## config.mk

```make
export PLATFORM = sky130hd
export DESIGN_NAME = i2c_regbus_slave
export DESIGN_NICKNAME = d
export VERILOG_FILES = /design/src/rtl/i2c_rs_pkg.sv /design/src/rtl/i2c_rs_sync.sv /design/src/rtl/i2c_rs_linecond.sv /design/src/rtl/i2c_rs_bitcnt.sv /design/src/rtl/i2c_regbus_slave.sv
export SDC_FILE = /design/constraint.sdc
export NUM_CORES = 1
export LEC_CHECK = 0
export CAP_MARGIN = 30
export CORE_MARGIN = 2
export CORE_UTILIZATION = 38
export CTS_CLUSTER_DIAMETER = 60
export DETAILED_ROUTE_END_ITERATION = 8
export DONT_BUFFER_PORTS = 1
export PLACE_DENSITY_LB_ADDON = 0.2
export SLEW_MARGIN = 20
export SYNTH_ARGS = -nofsm -noshare
export SYNTH_HDL_FRONTEND = slang
export SYNTH_SLANG_ARGS = --single-unit
```

## constraint.sdc

```tcl
create_clock -name clk -period 2.2 [get_ports clk]
set_clock_uncertainty 0.2 [all_clocks]
set_input_delay 0.33 -clock clk [delete_from_list [all_inputs] [get_ports clk]]
set_output_delay 0.33 -clock clk [all_outputs]
set_load 0.01 [all_outputs]
```

## src/rtl/i2c_rs_pkg.sv

```systemverilog
`timescale 1ns/1ps
package i2c_rs_pkg;
  localparam int BYTE_W = 8;
  localparam int DEVA_W = 7;
  localparam int PTR_W  = 2 * BYTE_W;
  localparam int CNT_W  = 4;

  typedef enum logic [2:0] {
    ST_IDLE,
    ST_DEVADR,
    ST_PTRH,
    ST_PTRL,
    ST_WDATA,
    ST_RDATA
  } xfer_st_t;

  // device address sits in the upper seven bits of the first byte
  function automatic logic dev_hit(input logic [BYTE_W-1:0] b,
                                   input logic [DEVA_W-1:0] dev);
    return b[BYTE_W-1:1] == dev;
  endfunction

  // pointer advance, modulo 2**PTR_W
  function automatic logic [PTR_W-1:0] ptr_step(input logic [PTR_W-1:0] p);
    return p + PTR_W'(1);
  endfunction

  // bit sent in position idx of a byte, counting from the MSB
  function automatic logic tx_bit(input logic [BYTE_W-1:0] b,
                                  input logic [2:0] idx);
    logic [2:0] pos;
    pos = 3'(BYTE_W - 1) - idx;
    return b[pos];
  endfunction
endpackage

```

## src/rtl/i2c_rs_sync.sv

```systemverilog
`timescale 1ns/1ps
module i2c_rs_sync #(
  parameter int   STAGES  = 2,
  parameter logic RST_VAL = 1'b1
) (
  input  logic clk,
  input  logic rst_n,
  input  logic d,
  output logic q
);
  logic [STAGES-1:0] pipe;

  always_ff @(posedge clk or negedge rst_n) begin
    if (!rst_n) pipe <= {STAGES{RST_VAL}};
    else        pipe <= {pipe[STAGES-2:0], d};
  end

  assign q = pipe[STAGES-1];
endmodule

```

## src/rtl/i2c_rs_linecond.sv

```systemverilog
`timescale 1ns/1ps
module i2c_rs_linecond (
  input  logic clk,
  input  logic rst_n,
  input  logic scl_s,
  input  logic sda_s,
  output logic scl_rise,
  output logic scl_fall,
  output logic start_det,
  output logic stop_det
);
  logic scl_q, sda_q;

  always_ff @(posedge clk or negedge rst_n) begin
    if (!rst_n) begin
      scl_q <= 1'b1;
      sda_q <= 1'b1;
    end else begin
      scl_q <= scl_s;
      sda_q <= sda_s;
    end
  end

  assign scl_rise  =  scl_s & ~scl_q;
  assign scl_fall  = ~scl_s &  scl_q;
  assign start_det =  scl_s &  scl_q &  sda_q & ~sda_s;
  assign stop_det  =  scl_s &  scl_q & ~sda_q &  sda_s;
endmodule

```

## src/rtl/i2c_rs_bitcnt.sv

```systemverilog
`timescale 1ns/1ps
module i2c_rs_bitcnt
  import i2c_rs_pkg::*;
(
  input  logic              clk,
  input  logic              rst_n,
  input  logic              restart,
  input  logic              active,
  input  logic              scl_rise,
  input  logic              scl_fall,
  input  logic              sda_s,
  output logic [CNT_W-1:0]  bit_cnt,
  output logic [BYTE_W-1:0] rx_byte,
  output logic              byte_done,
  output logic              ack_rise,
  output logic              slot_fall,
  output logic              end_fall
);
  localparam logic [CNT_W-1:0] LAST_DATA = CNT_W'(BYTE_W - 1);
  localparam logic [CNT_W-1:0] ACK_POS   = CNT_W'(BYTE_W);
  localparam logic [CNT_W-1:0] END_POS   = CNT_W'(BYTE_W + 1);

  logic [BYTE_W-2:0] shreg;

  assign byte_done = active & scl_rise & (bit_cnt == LAST_DATA);
  assign ack_rise  = active & scl_rise & (bit_cnt == ACK_POS);
  assign slot_fall = active & scl_fall & (bit_cnt == ACK_POS);
  assign end_fall  = active & scl_fall & (bit_cnt == END_POS);
  assign rx_byte   = {shreg, sda_s};

  always_ff @(posedge clk or negedge rst_n) begin
    if (!rst_n) begin
      bit_cnt <= '0;
      shreg   <= '0;
    end else if (restart) begin
      bit_cnt <= '0;
    end else if (active) begin
      if (scl_rise && bit_cnt < END_POS) begin
        bit_cnt <= bit_cnt + CNT_W'(1);
        shreg   <= {shreg[BYTE_W-3:0], sda_s};
      end else if (end_fall) begin
        bit_cnt <= '0;
      end
    end
  end
endmodule

```

## src/rtl/i2c_regbus_slave.sv

```systemverilog
`timescale 1ns/1ps
module i2c_regbus_slave
  import i2c_rs_pkg::*;
#(
  parameter logic [6:0] DEV_ADDR    = 7'h2A,
  parameter int         SYNC_STAGES = 2
) (
  input  logic        clk,
  input  logic        rst_n,
  input  logic        scl_in,
  input  logic        sda_in,
  output logic        sda_drive_low,
  output logic [15:0] reg_addr,
  output logic        reg_wr_en,
  output logic [7:0]  reg_wr_data,
  output logic        reg_rd_en,
  input  logic [7:0]  reg_rd_data
);
  // named internal events, also observed by the bound checker
  logic scl_s, sda_s;
  logic scl_rise, scl_fall, start_det, stop_det;
  logic [CNT_W-1:0]  bit_cnt;
  logic [BYTE_W-1:0] rx_byte;
  logic byte_done, ack_rise, slot_fall, end_fall;
  logic in_idle;

  xfer_st_t          state;
  logic [PTR_W-1:0]  ptr;
  logic [BYTE_W-1:0] tx, wr_dat;
  logic ack_pend, oe, wr_req, fetch_req, rd_pend;
  logic data_fall;

  i2c_rs_sync #(.STAGES(SYNC_STAGES), .RST_VAL(1'b1)) u_sync_scl (
    .clk(clk), .rst_n(rst_n), .d(scl_in), .q(scl_s));
  i2c_rs_sync #(.STAGES(SYNC_STAGES), .RST_VAL(1'b1)) u_sync_sda (
    .clk(clk), .rst_n(rst_n), .d(sda_in), .q(sda_s));

  i2c_rs_linecond u_cond (
    .clk(clk), .rst_n(rst_n), .scl_s(scl_s), .sda_s(sda_s),
    .scl_rise(scl_rise), .scl_fall(scl_fall),
    .start_det(start_det), .stop_det(stop_det));

  assign in_idle = (state == ST_IDLE);

  i2c_rs_bitcnt u_bits (
    .clk(clk), .rst_n(rst_n),
    .restart(start_det | stop_det), .active(!in_idle),
    .scl_rise(scl_rise), .scl_fall(scl_fall), .sda_s(sda_s),
    .bit_cnt(bit_cnt), .rx_byte(rx_byte), .byte_done(byte_done),
    .ack_rise(ack_rise), .slot_fall(slot_fall), .end_fall(end_fall));

  // falling edge that starts data bits 1..7 of a byte being sent
  assign data_fall = scl_fall && (state == ST_RDATA) &&
                     (bit_cnt >= CNT_W'(1)) && (bit_cnt <= CNT_W'(BYTE_W - 1));

  always_ff @(posedge clk or negedge rst_n) begin
    if (!rst_n) begin
      state     <= ST_IDLE;
      ptr       <= '0;
      tx        <= '0;
      wr_dat    <= '0;
      ack_pend  <= 1'b0;
      oe        <= 1'b0;
      wr_req    <= 1'b0;
      fetch_req <= 1'b0;
      rd_pend   <= 1'b0;
    end else begin
      wr_req    <= 1'b0;
      fetch_req <= 1'b0;
      rd_pend   <= fetch_req;
      if (rd_pend) tx <= reg_rd_data;
      if (wr_req) ptr <= ptr_step(ptr);

      if (start_det) begin
        state    <= ST_DEVADR;
        oe       <= 1'b0;
        ack_pend <= 1'b0;
      end else if (stop_det) begin
        state    <= ST_IDLE;
        oe       <= 1'b0;
        ack_pend <= 1'b0;
      end else begin
        if (byte_done) begin
          case (state)
            ST_DEVADR: begin
              if (dev_hit(rx_byte, DEV_ADDR)) begin
                ack_pend <= 1'b1;
                if (rx_byte[0]) begin
                  state     <= ST_RDATA;
                  fetch_req <= 1'b1;
                end else begin
                  state <= ST_PTRH;
                end
              end else begin
                state <= ST_IDLE;
              end
            end
            ST_PTRH: begin
              ptr[PTR_W-1:BYTE_W] <= rx_byte;
              ack_pend <= 1'b1;
              state    <= ST_PTRL;
            end
            ST_PTRL: begin
              ptr[BYTE_W-1:0] <= rx_byte;
              ack_pend <= 1'b1;
              state    <= ST_WDATA;
            end
            ST_WDATA: begin
              wr_req   <= 1'b1;
              wr_dat   <= rx_byte;
              ack_pend <= 1'b1;
            end
            default: ;
          endcase
        end

        // master's answer to a byte we sent
        if (ack_rise && state == ST_RDATA && !ack_pend) begin
          ptr <= ptr_step(ptr);
          if (sda_s) state     <= ST_IDLE;
          else       fetch_req <= 1'b1;
        end

        if (slot_fall) begin
          oe <= ack_pend;
        end else if (end_fall) begin
          ack_pend <= 1'b0;
          oe       <= (state == ST_RDATA) ? ~tx_bit(tx, 3'd0) : 1'b0;
        end else if (data_fall) begin
          oe <= ~tx_bit(tx, bit_cnt[2:0]);
        end
      end
    end
  end

  assign sda_drive_low = oe;
  assign reg_addr      = ptr;
  assign reg_wr_en     = wr_req;
  assign reg_wr_data   = wr_dat;
  assign reg_rd_en     = fetch_req;
endmodule

```

==> results of run 1 <==
==> repair_timing <==
action | 4_1_cts | 5_1_grt
buffers inserted | 0 | 0
hold endpoints to repair | 67 | 0
hold buffers | 12 | 0
setup endpoints to repair | 0 | 2
resized for setup | 0 | 3
==> final timing paths <==
kind / slack [ps] / from / to
max reg2reg: 140 / u_sync_scl.pipe[1] / reg_addr[12]
max: 140 / u_sync_scl.pipe[1] / reg_addr[12]
max in group asynchronous: 1180 / rst_n / u_sync_scl.pipe[0]
min reg2reg: 150 / u_sync_sda.pipe[0] / u_sync_sda.pipe[1]
min in group asynchronous: 310 / rst_n / reg_addr[6]
min: 150 / u_sync_sda.pipe[0] / u_sync_sda.pipe[1]
==> final cells by class <==
cell class / count / area [um^2] / area share, %
Clock buffer: 10 / 137.6 / 3.733
Clock inverter: 6 / 90.09 / 2.443
Inverter: 7 / 26.28 / 0.7126
Multi-Input combinational cell: 199 / 1519 / 41.19
Sequential cell: 57 / 1434 / 38.89
Tap cell: 102 / 127.6 / 3.461
Timing Repair Buffer: 39 / 352.8 / 9.569
==> power by group <==
part | internal (mW) | switching [mW] | leakage, nW
Sequential | 1.13 | 0.111 | 0.754
Combinational | 0.230 | 0.239 | 0.805
Clock | 0.672 | 0.469 | 0.113
==> layout by cell type (no fill, tap or decap), types with 7 or more instances in the layout <==
| cell type | instances |
|---|---|
| dfrtp_1 | 51 |
| buf_4 | 26 |
| mux2_2 | 24 |
| nand2_1 | 22 |
| nor2_1 | 16 |
| a21oi_1 | 14 |
| dlygate4sd3_1 | 11 |
| clkbuf_8 | 10 |
| nand3_1 | 9 |
| a31oi_1 | 9 |
| inv_1 | 7 |
| o21ai_0 | 7 |
==> worst register-to-register path: cells and delay by family, from the launching register on <==
family | cells | cell delay, ps
AOI/OAI and AO/OA | 2 | 340
DFF | 1 | 620
and+or+nand+nor | 3 | 790
==> flip-flops by register name, summed over array words and instances (netlist names) <==
name / flops
u_bits.bit_cnt: 4
u_cond.scl_q: 1
rd_pend: 1
state: 3
u_sync_sda.pipe: 2
u_bits.shreg: 7
u_sync_scl.pipe: 2
sda_drive_low: 1
reg_rd_en: 1
ack_pend: 1
reg_wr_data: 8
u_cond.sda_q: 1
reg_wr_en: 1
tx: 8
reg_addr: 16
==> per-stage QoR <==
stage	instance area (um^2)	util, %
after floorplan	3048	-
after global placement	3308	42.59
after detailed placement	3308	42.59
after CTS	3674	47.29
after global routing	3687	47.47
final	3687	47.47
==> cells by family after synthesis <==
kind of cell	Yosys count	synth area share [%]
adder cells (fa/ha/maj)	5	2.053
flip-flops	57	47.04
multiplexers	27	10.67
AND/OR/NAND/NOR	92	18.31
AO/OA/AOI/OAI	70	16.91
buffers and inverters	23	3.571
XOR/XNOR	5	1.437
==> routing by layer <==
metal | GRT usage (%) | vias to the layer above | share of wire (%)
met4 | 5.556 | 0 | 1.3
met5 | 0 | - | 0
met3 | 5.802 | 9 | 4.8
met1 | 25.36 | 1161 | 47
li1 | - | 1115 | -
met2 | 28.18 | 44 | 46
==> summary.txt, run 1 <==
Floorplan
  – Die H: 93.56 um
  – IO Count: 39
  – Die area: roughly 8800 um^2
  – Total core area: slightly below 8000 um^2
  – Initial Util: 39.24%
  – Die W: 93.56 um
  – FP Rows: 32

Timing
  – Period utilization: 93.58%
  – Final worst slack: approximately 140 ps
  – Fin Hold WS: around 150 ps
  – Worst-Margin Slew: 494.1 ps
  – Slew Viols, Final: 0
  – Final min period: 2059 ps
  – TNS Setup: 0 ps
  – Fmax: 485.7 MHz
  – Final setup violation count: 0
  – Slew headroom: 66.76%
  – Fin. Hold Viols: 0
  – Unrepaired setup endpoints after global routing: no

CTS
  – Root buf cell: clkbuf_8
  – Num Clock Sinks: 57
  – CTS clock-pin slew for the worst setup and hold paths: 70 ps
  – CTS H-Tree Depth: 3
  – CTS tree: yes
  – Clk_lat worst skew: roughly 350 ps
  – Max Root-Sink Buffers: 2
  – CTS buffer count: 9

Worst hold path
  – Min-Delay Path Class: flip-flop to flip-flop
  – Hold path cells: 0

Cells and area
  – Final #Nets: 330
  – ANT cells: 0
  – Share of layout cells above drive strength 1: 29.25%
  – Layout fillers: 754
  – Final Non-Filler Cells: 420
  – Area delta synth->final: 20.98%

Setup path
  – Worst Path Max Fanout: 8
  – Req. time, crit path: roughly 2200 ps
  – Critical path depth: 5
  – Crit. End Element: flip-flop
  – CP bufs+invs: 0
  – Delay-heaviest family, CP: simple AND/OR/NAND/NOR gates
  – Slowest stage cell, crit path: dfstp_2
  – Worst-path cell chain: and4bb_4, and2_4, and3_1, a311oi_1, a221o_1
  – WS Path Type: flip-flop to flip-flop
  – Arr. time, crit path: 2090 ps
  – CP Launch Type: flip-flop
  – CP max stage delay: approximately 620 ps
  – R2R cell count: 5

Run
  – Max-Cap Viols: 0

Synth
  – Synth Cell Area: 3048 um^2
  – Synth area leader: dfrtp_1
  – Ys flop type: dfrtp_1
  – Mapped Cells: 279
  – Share of the synthesized area in the top cell type: approximately two fifths
  – Syn_nets: 296
  – Commonest cells in the netlist: 51 x dfrtp_1, 24 x mux2_2, 22 x nand2_1, 16 x nor2_1, 14 x a21oi_1
  – YS warnings: 0
  – Post-synth cell types: 69
  – Register area share after synthesis: 47.04%
  – Synth area leaders: dfrtp_1 42%, mux2_2 8.9%, dfstp_2 5.2%
  – Async SR Flop Fraction: 100.0%
  – Number of synthesized flops with an enable pin: 0
  – Count leader, synth: dfrtp_1
  – Per-instance average area after synthesis: 10.92 um^2
  – Seq cells post-synth: 57

Route
  – Iter 0 DRT Violations: 141
  – Via-per-instance ratio: 5.545
  – Vias: 2,329
  – DRT Wirelength: 7270 um
  – Drt first pass iters: 4
  – # DRC: 0
  – DR WL/cell: 17.31 um
  – DRT antenna net count: 0

Place
  – Pre-CTS WS: 135.5 ps
  – RePlAce Congestion: 0.8687
  – Port Buffers: 0
  – Hpwl dp: between 5000 and 6000 um
  – Dpl cells: 392

Run status
  – Outcome: finished clean

Global routing
  – Vias in the first global route: ~2,400
  – Largest net degree at the start of global routing: slightly below 60
  – Global-route usage over all layers: approximately 19%
  – Initial antenna violation count: 0
  – First-pass GRT wire length: 12,400 um
  – Overflow after GRT: 0

Power
  – Power Dens Cells: approximately 770 nW/um^2
  – P_leak: around 1.7 nW
  – Peak VDD IR: 0.0004589 V
  – Tot Pwr: 2.855 mW
Note: power is estimated with default switching activity, not from simulation.
==> inputs of run 2 (changes only) <==
PLACE_DENSITY = 0.56   (was default)
PLACE_DENSITY_LB_ADDON = default   (was 0.2)
==> run 2 against run 1 <==
Net effect:
- sequential share of layout area is 0.49 points lower
- non-clock buffer count is 5 higher
- clock power is 8% higher
- critical endpoint is now reg_addr[1]
==> summary.txt, run 2 (same netlist as run 1, synthesis figures left out) <==
Run status
  – Outcome: finished clean

Setup path
  – CP bufs+invs: 0
  – Crit. End Element: flip-flop
  – CP Launch Type: flip-flop
  – CP max stage delay: 620 ps
  – Delay-heaviest family, CP: simple AND/OR/NAND/NOR gates
  – Arr. time, crit path: 2140 ps
  – Worst setup path start: u_sync_scl.pipe[1]
  – Worst-path cell chain: and4bb_4, nand4_1, and2_1, and3_1, a221o_1
  – Critical path depth: 5
  – R2R cell count: 5
  – Worst Path Max Fanout: 8
  – Slowest stage cell, crit path: dfstp_2
  – Req. time, crit path: 2230 ps
  – Crit Reg-Reg Startpoint: u_sync_scl.pipe[1]
  – WS Path Type: flip-flop to flip-flop

Timing
  – Period utilization: around 96%
  – Fmax: 474.6 MHz
  – Worst-Margin Slew: 490.7 ps
  – Final setup violation count: 0
  – Slew Viols, Final: 0
  – Slew headroom: 67.03%
  – TNS Setup: 0 ps
  – Fin Hold WS: 155.0 ps
  – Fin. Hold Viols: 0
  – Unrepaired setup endpoints after global routing: no
  – Final min period: around 2100 ps

Power
  – P_leak: 1.700 nW
  – Peak VDD IR: 0.0004462 V
  – Power Dens Cells: 788.2 nW/um^2

Cells and area
  – Seq. cell area: about 1400 um^2
  – Final #Nets: between 300 and 400
  – Share of layout cells above drive strength 1: between 30% and 40%
  – Most frequent cells in the layout: 51 x dfrtp_1, 32 x buf_4, 24 x mux2_2
  – Area of the multi-input gates: 1525 um^2
  – Area delta synth->final: 22.54%
  – Commonest non-fill, non-tap cell in the layout: dfrtp_1
  – ANT cells: 0
  – Layout fillers: 716
  – Max FFs per register: 16

Place
  – Hpwl dp: 5106 um
  – Port Buffers: 0
  – RePlAce Congestion: 0.8334

Route
  – Vias: 2,380
  – Drt first pass iters: 4
  – DRT Wirelength: 7313 um
  – DRT antenna net count: 0
  – Iter 0 DRT Violations: 172
  – Via-per-instance ratio: 5.600
  – # DRC: 0
  – DR WL/cell: between 15 and 20 um

Floorplan
  – Die area: 8753 um^2
  – FP Rows: 32
  – Total core area: approximately 7800 um^2
  – Initial Util: 39.24%
  – IO Count: 39
  – Die H: between 90 and 100 um
  – Die W: 93.56 um

Global routing
  – First-pass GRT wire length: 12,230 um
  – Global-route usage over all layers: 18.36%
  – Overflow after GRT: 0
  – Initial antenna violation count: 0
  – Largest net degree at the start of global routing: 58
  – Vias in the first global route: 2,386

CTS
  – Num Clock Sinks: 57
  – Clk_lat worst skew: about 340 ps
  – CTS clock-pin slew for the worst setup and hold paths: 70 ps
  – CTS tree: yes
  – CTS buffer count: 9
  – CTS H-Tree Depth: 3
  – Max Root-Sink Buffers: 2
  – Root buf cell: clkbuf_8

Worst hold path
  – Min-Delay Path Class: flip-flop to flip-flop
  – Min-Delay Startpoint: u_sync_sda.pipe[0]
  – Hold path cells: 0

Run
  – Max-Cap Viols: 0
run 2: path summary, 6_finish.rpt:
kind	to	slack (ps)
setup reg to reg	reg_addr[1]	90
max in group asynchronous	u_sync_sda.pipe[1]	1180
min in group asynchronous	state[2]	310
hold / removal	u_sync_sda.pipe[1]	160
setup / recovery	reg_addr[1]	90
hold reg to reg	u_sync_sda.pipe[1]	160
run 2: metal layers:
| metal | vias to the layer above | track usage (%) | share of wire (%) |
|---|---|---|---|
| met4 | 0 | 7.609 | 1.8 |
| met2 | 64 | 26.92 | 45 |
| li1 | 1134 | - | - |
| met3 | 13 | 4.835 | 5.1 |
| met5 | - | 0 | 0 |
| met1 | 1169 | 25.74 | 48 |
run 2: cell type report:
type                       count  area share (%)
clock buffer                  11           3.786
sequential                    57           38.39
tap                          102           3.417
timing repair buffer          44           10.12
clock inverter                 5           2.747
inverter                       7          0.7035
multi-input combinational    199           40.84
run 2: report_power, final:
part           internal, mW  leakage (nW)  switching (mW)
logic                 0.229         0.826           0.238
clock network         0.782         0.120           0.444
registers              1.13         0.754           0.117
total                  2.14          1.70           0.799
run 2: timing repair:
action	4_1_cts	5_1_grt
endpoints found under the hold margin	67	0
hold buffers	12	0
buffers inserted	0	3
resized for setup	0	4
endpoints found under the setup margin	0	12
run 2: metrics by stage:
step	instances	cell area (um^2)	worst slack [ps]	utilization, %	power, mW
after floorplan	279	3048	87.28	-	1.492
after CTS	422	3692	60.55	47.54	2.973
after global routing	425	3735	5.826	48.08	3.091
final	425	3735	93.07	48.08	2.944
after global placement	394	3311	121.4	42.62	1.680
after detailed placement	394	3311	64.93	42.62	1.689
==> inputs of run 3 (changes only) <==
==> constraint.sdc (replaced) <==
create_clock -name clk -period 2.2 [get_ports clk]
set_clock_uncertainty 0.2 [all_clocks]
set_input_delay 0.33 -clock clk [delete_from_list [all_inputs] [get_ports clk]]
set_output_delay 0.33 -clock clk [all_outputs]
set_load 0.005 [all_outputs]
==> run 3 against run 2 <==
Net effect:
- power down 3.6%
- combinational power fell by 5.6%
- largest power group unchanged
- register-to-register slack barely moved
- critical path type unchanged
- largest cell class unchanged
==> summary.txt, run 3 (same netlist as run 1, synthesis figures left out) <==
Worst hold path
  – Min-Delay Path Class: flip-flop to flip-flop
  – Hold endpoint: u_sync_sda.pipe[1]
  – Min-Delay Startpoint: u_sync_sda.pipe[0]
  – Hold path cells: 0

Timing
  – Slew Viols, Final: 0
  – Final setup violation count: 0
  – Slew headroom: 66.29%
  – Final min period: 2096 ps
  – Period utilization: 95.26%
  – Final worst slack: 104.2 ps
  – Worst-Margin Slew: 501.8 ps
  – Unrepaired setup endpoints after global routing: no
  – Fmax: 477.1 MHz
  – Fin. Hold Viols: 0
  – TNS Setup: 0 ps

Global routing
  – First-pass GRT wire length: 12,450 um
  – Vias in the first global route: 2,373
  – Initial antenna violation count: 0
  – Largest net degree at the start of global routing: 58
  – Overflow after GRT: 0
  – Global-route usage over all layers: 18.54%

Route
  – Drt first pass iters: 4
  – DRT antenna net count: 0
  – Via-per-instance ratio: 5.632
  – DRT Wirelength: 7409 um
  – # DRC: 0
  – Vias: 2,360
  – DR WL/cell: 17.68 um
  – Iter 0 DRT Violations: approximately 220

CTS
  – Clk_lat worst skew: 340 ps
  – CTS clock-pin slew for the worst setup and hold paths: roughly 70 ps
  – Num Clock Sinks: 57
  – Root buf cell: clkbuf_8
  – CTS H-Tree Depth: 3
  – CTS tree: yes
  – CTS buffer count: 9
  – Max Root-Sink Buffers: 2

Cells and area
  – Layout fillers: 735
  – Final #Nets: 329
  – ANT cells: 0
  – Most frequent cells in the layout: 51 x dfrtp_1, 25 x buf_4, 24 x mux2_2
  – Commonest non-fill, non-tap cell in the layout: dfrtp_1
  – Area delta synth->final: 20.94%
  – Share of layout cells above drive strength 1: 29.34%
  – Max FFs per register: 16
  – Final Cell Area: 3686 um^2

Place
  – Port Buffers: 0
  – RePlAce Congestion: approximately 0.87
  – Hpwl dp: 5166 um
  – Pre-CTS WS: about 97 ps
  – DP Area: ~3300 um^2

Floorplan
  – IO Count: 39
  – FP Rows: 32
  – Die W: 93.56 um
  – Die H: between 90 and 100 um
  – Die area: 8753 um^2
  – Total core area: 7767 um^2
  – Initial Util: 39.24%

Setup path
  – CP Launch Type: flip-flop
  – Crit. End Element: flip-flop
  – Crit Reg-Reg Startpoint: u_sync_scl.pipe[1]
  – FF-to-FF End: reg_addr[13]
  – R2R cell count: 5
  – WS Path Type: flip-flop to flip-flop
  – Worst Path Max Fanout: 8
  – Arr. time, crit path: about 2200 ps
  – Req. time, crit path: 2270 ps
  – FF-to-FF setup slack: 100 ps

Power
  – Tot Pwr: 2.838 mW
  – Peak VDD IR: 0.0005013 V
  – NetSw: ~810 uW
  – Clk pwr share: about two fifths
  – Power Dens Cells: 770.0 nW/um^2
  – Sw frac: 28.57%
  – Comb pwr share: between 10% and 20%
  – P_int: 2.027 mW
  – Flop pwr share: between 40% and 50%
  – P_leak: 1.669 nW

Run status
  – Outcome: finished clean

Run
  – Max-Cap Viols: 0
## run 3: changes by cell type in the layout (fill, tap and decap cells not counted), sizes merged
cell,delta
bufinv,-1
inv,+1
buf,-6
clkbuf,-1
clkinv,+1
## run 3: area by class of cell
class / count / area, um^2 / area share, %
clock buffers: 10 / 137.6 / 3.734
clock inverters: 6 / 90.09 / 2.444
inverters: 7 / 26.28 / 0.7128
multi-input cells: 199 / 1525 / 41.38
flip-flops and latches: 57 / 1434 / 38.90
well taps: 102 / 127.6 / 3.462
repair buffers: 38 / 345.3 / 9.369
## run 3: layer usage
| metal | wire (um) | GRT usage, % | vias to the layer above | share of wire [%] |
|---|---|---|---|---|
| met2 | 3460 | 28.18 | 60 | 47 |
| met4 | 148 | 7.850 | 0 | 2.0 |
| li1 | - | - | 1116 | - |
| met1 | 3438 | 25.14 | 1169 | 46 |
| met3 | 362 | 4.754 | 15 | 4.9 |
| met5 | 0 | 0 | - | 0 |
## run 3: power groups by stage
stage	clock (mW)	combinational (mW)	sequential [mW]
CTS	1.16	0.441	1.27
finish	1.13	0.441	1.27
global route	1.21	0.492	1.28
floorplan	0	0.252	1.24
global placement	0	0.390	1.28
detailed placement	0	0.397	1.29
## run 3: worst max path at each step
stage / from / to / slack, ps / cells past startpoint
CTS: u_sync_scl.pipe[1] / reg_addr[1] / 80 / 5
finish: u_sync_scl.pipe[1] / reg_addr[13] / 100 / 5
global route: u_sync_scl.pipe[1] / reg_addr[3] / 4 / 6
global placement: u_sync_scl.pipe[1] / reg_addr[1] / 150 / 5
detailed placement: u_sync_scl.pipe[1] / reg_addr[1] / 100 / 5
floorplan: u_bits.bit_cnt[1] / reg_addr[1] / 90 / 7
## run 3: repair_timing
action / in CTS / in global routing
buffers inserted: 0 / 1
endpoints found under the setup margin: 0 / 11
gates resized for setup: 0 / 5
hold buffers: 12 / 0
endpoints found under the hold margin: 67 / 0
## run 3: critical path, cell delays in order (launching register included)
cell and delay [ps]:
dfstp_2 630, and4bb_4 310, nand4_2 240, a21o_1 300, a31o_1 220, a21oi_1 120
## run 3: metrics by stage
step	util (%)	cells	hold slack [ps]
floorplan	-	279	-165.6
global placement	42.24	390	-161.3
detailed placement	42.24	390	-161.1
CTS	46.94	418	158.0
global route	47.45	419	161.2
finish	47.45	419	156.2
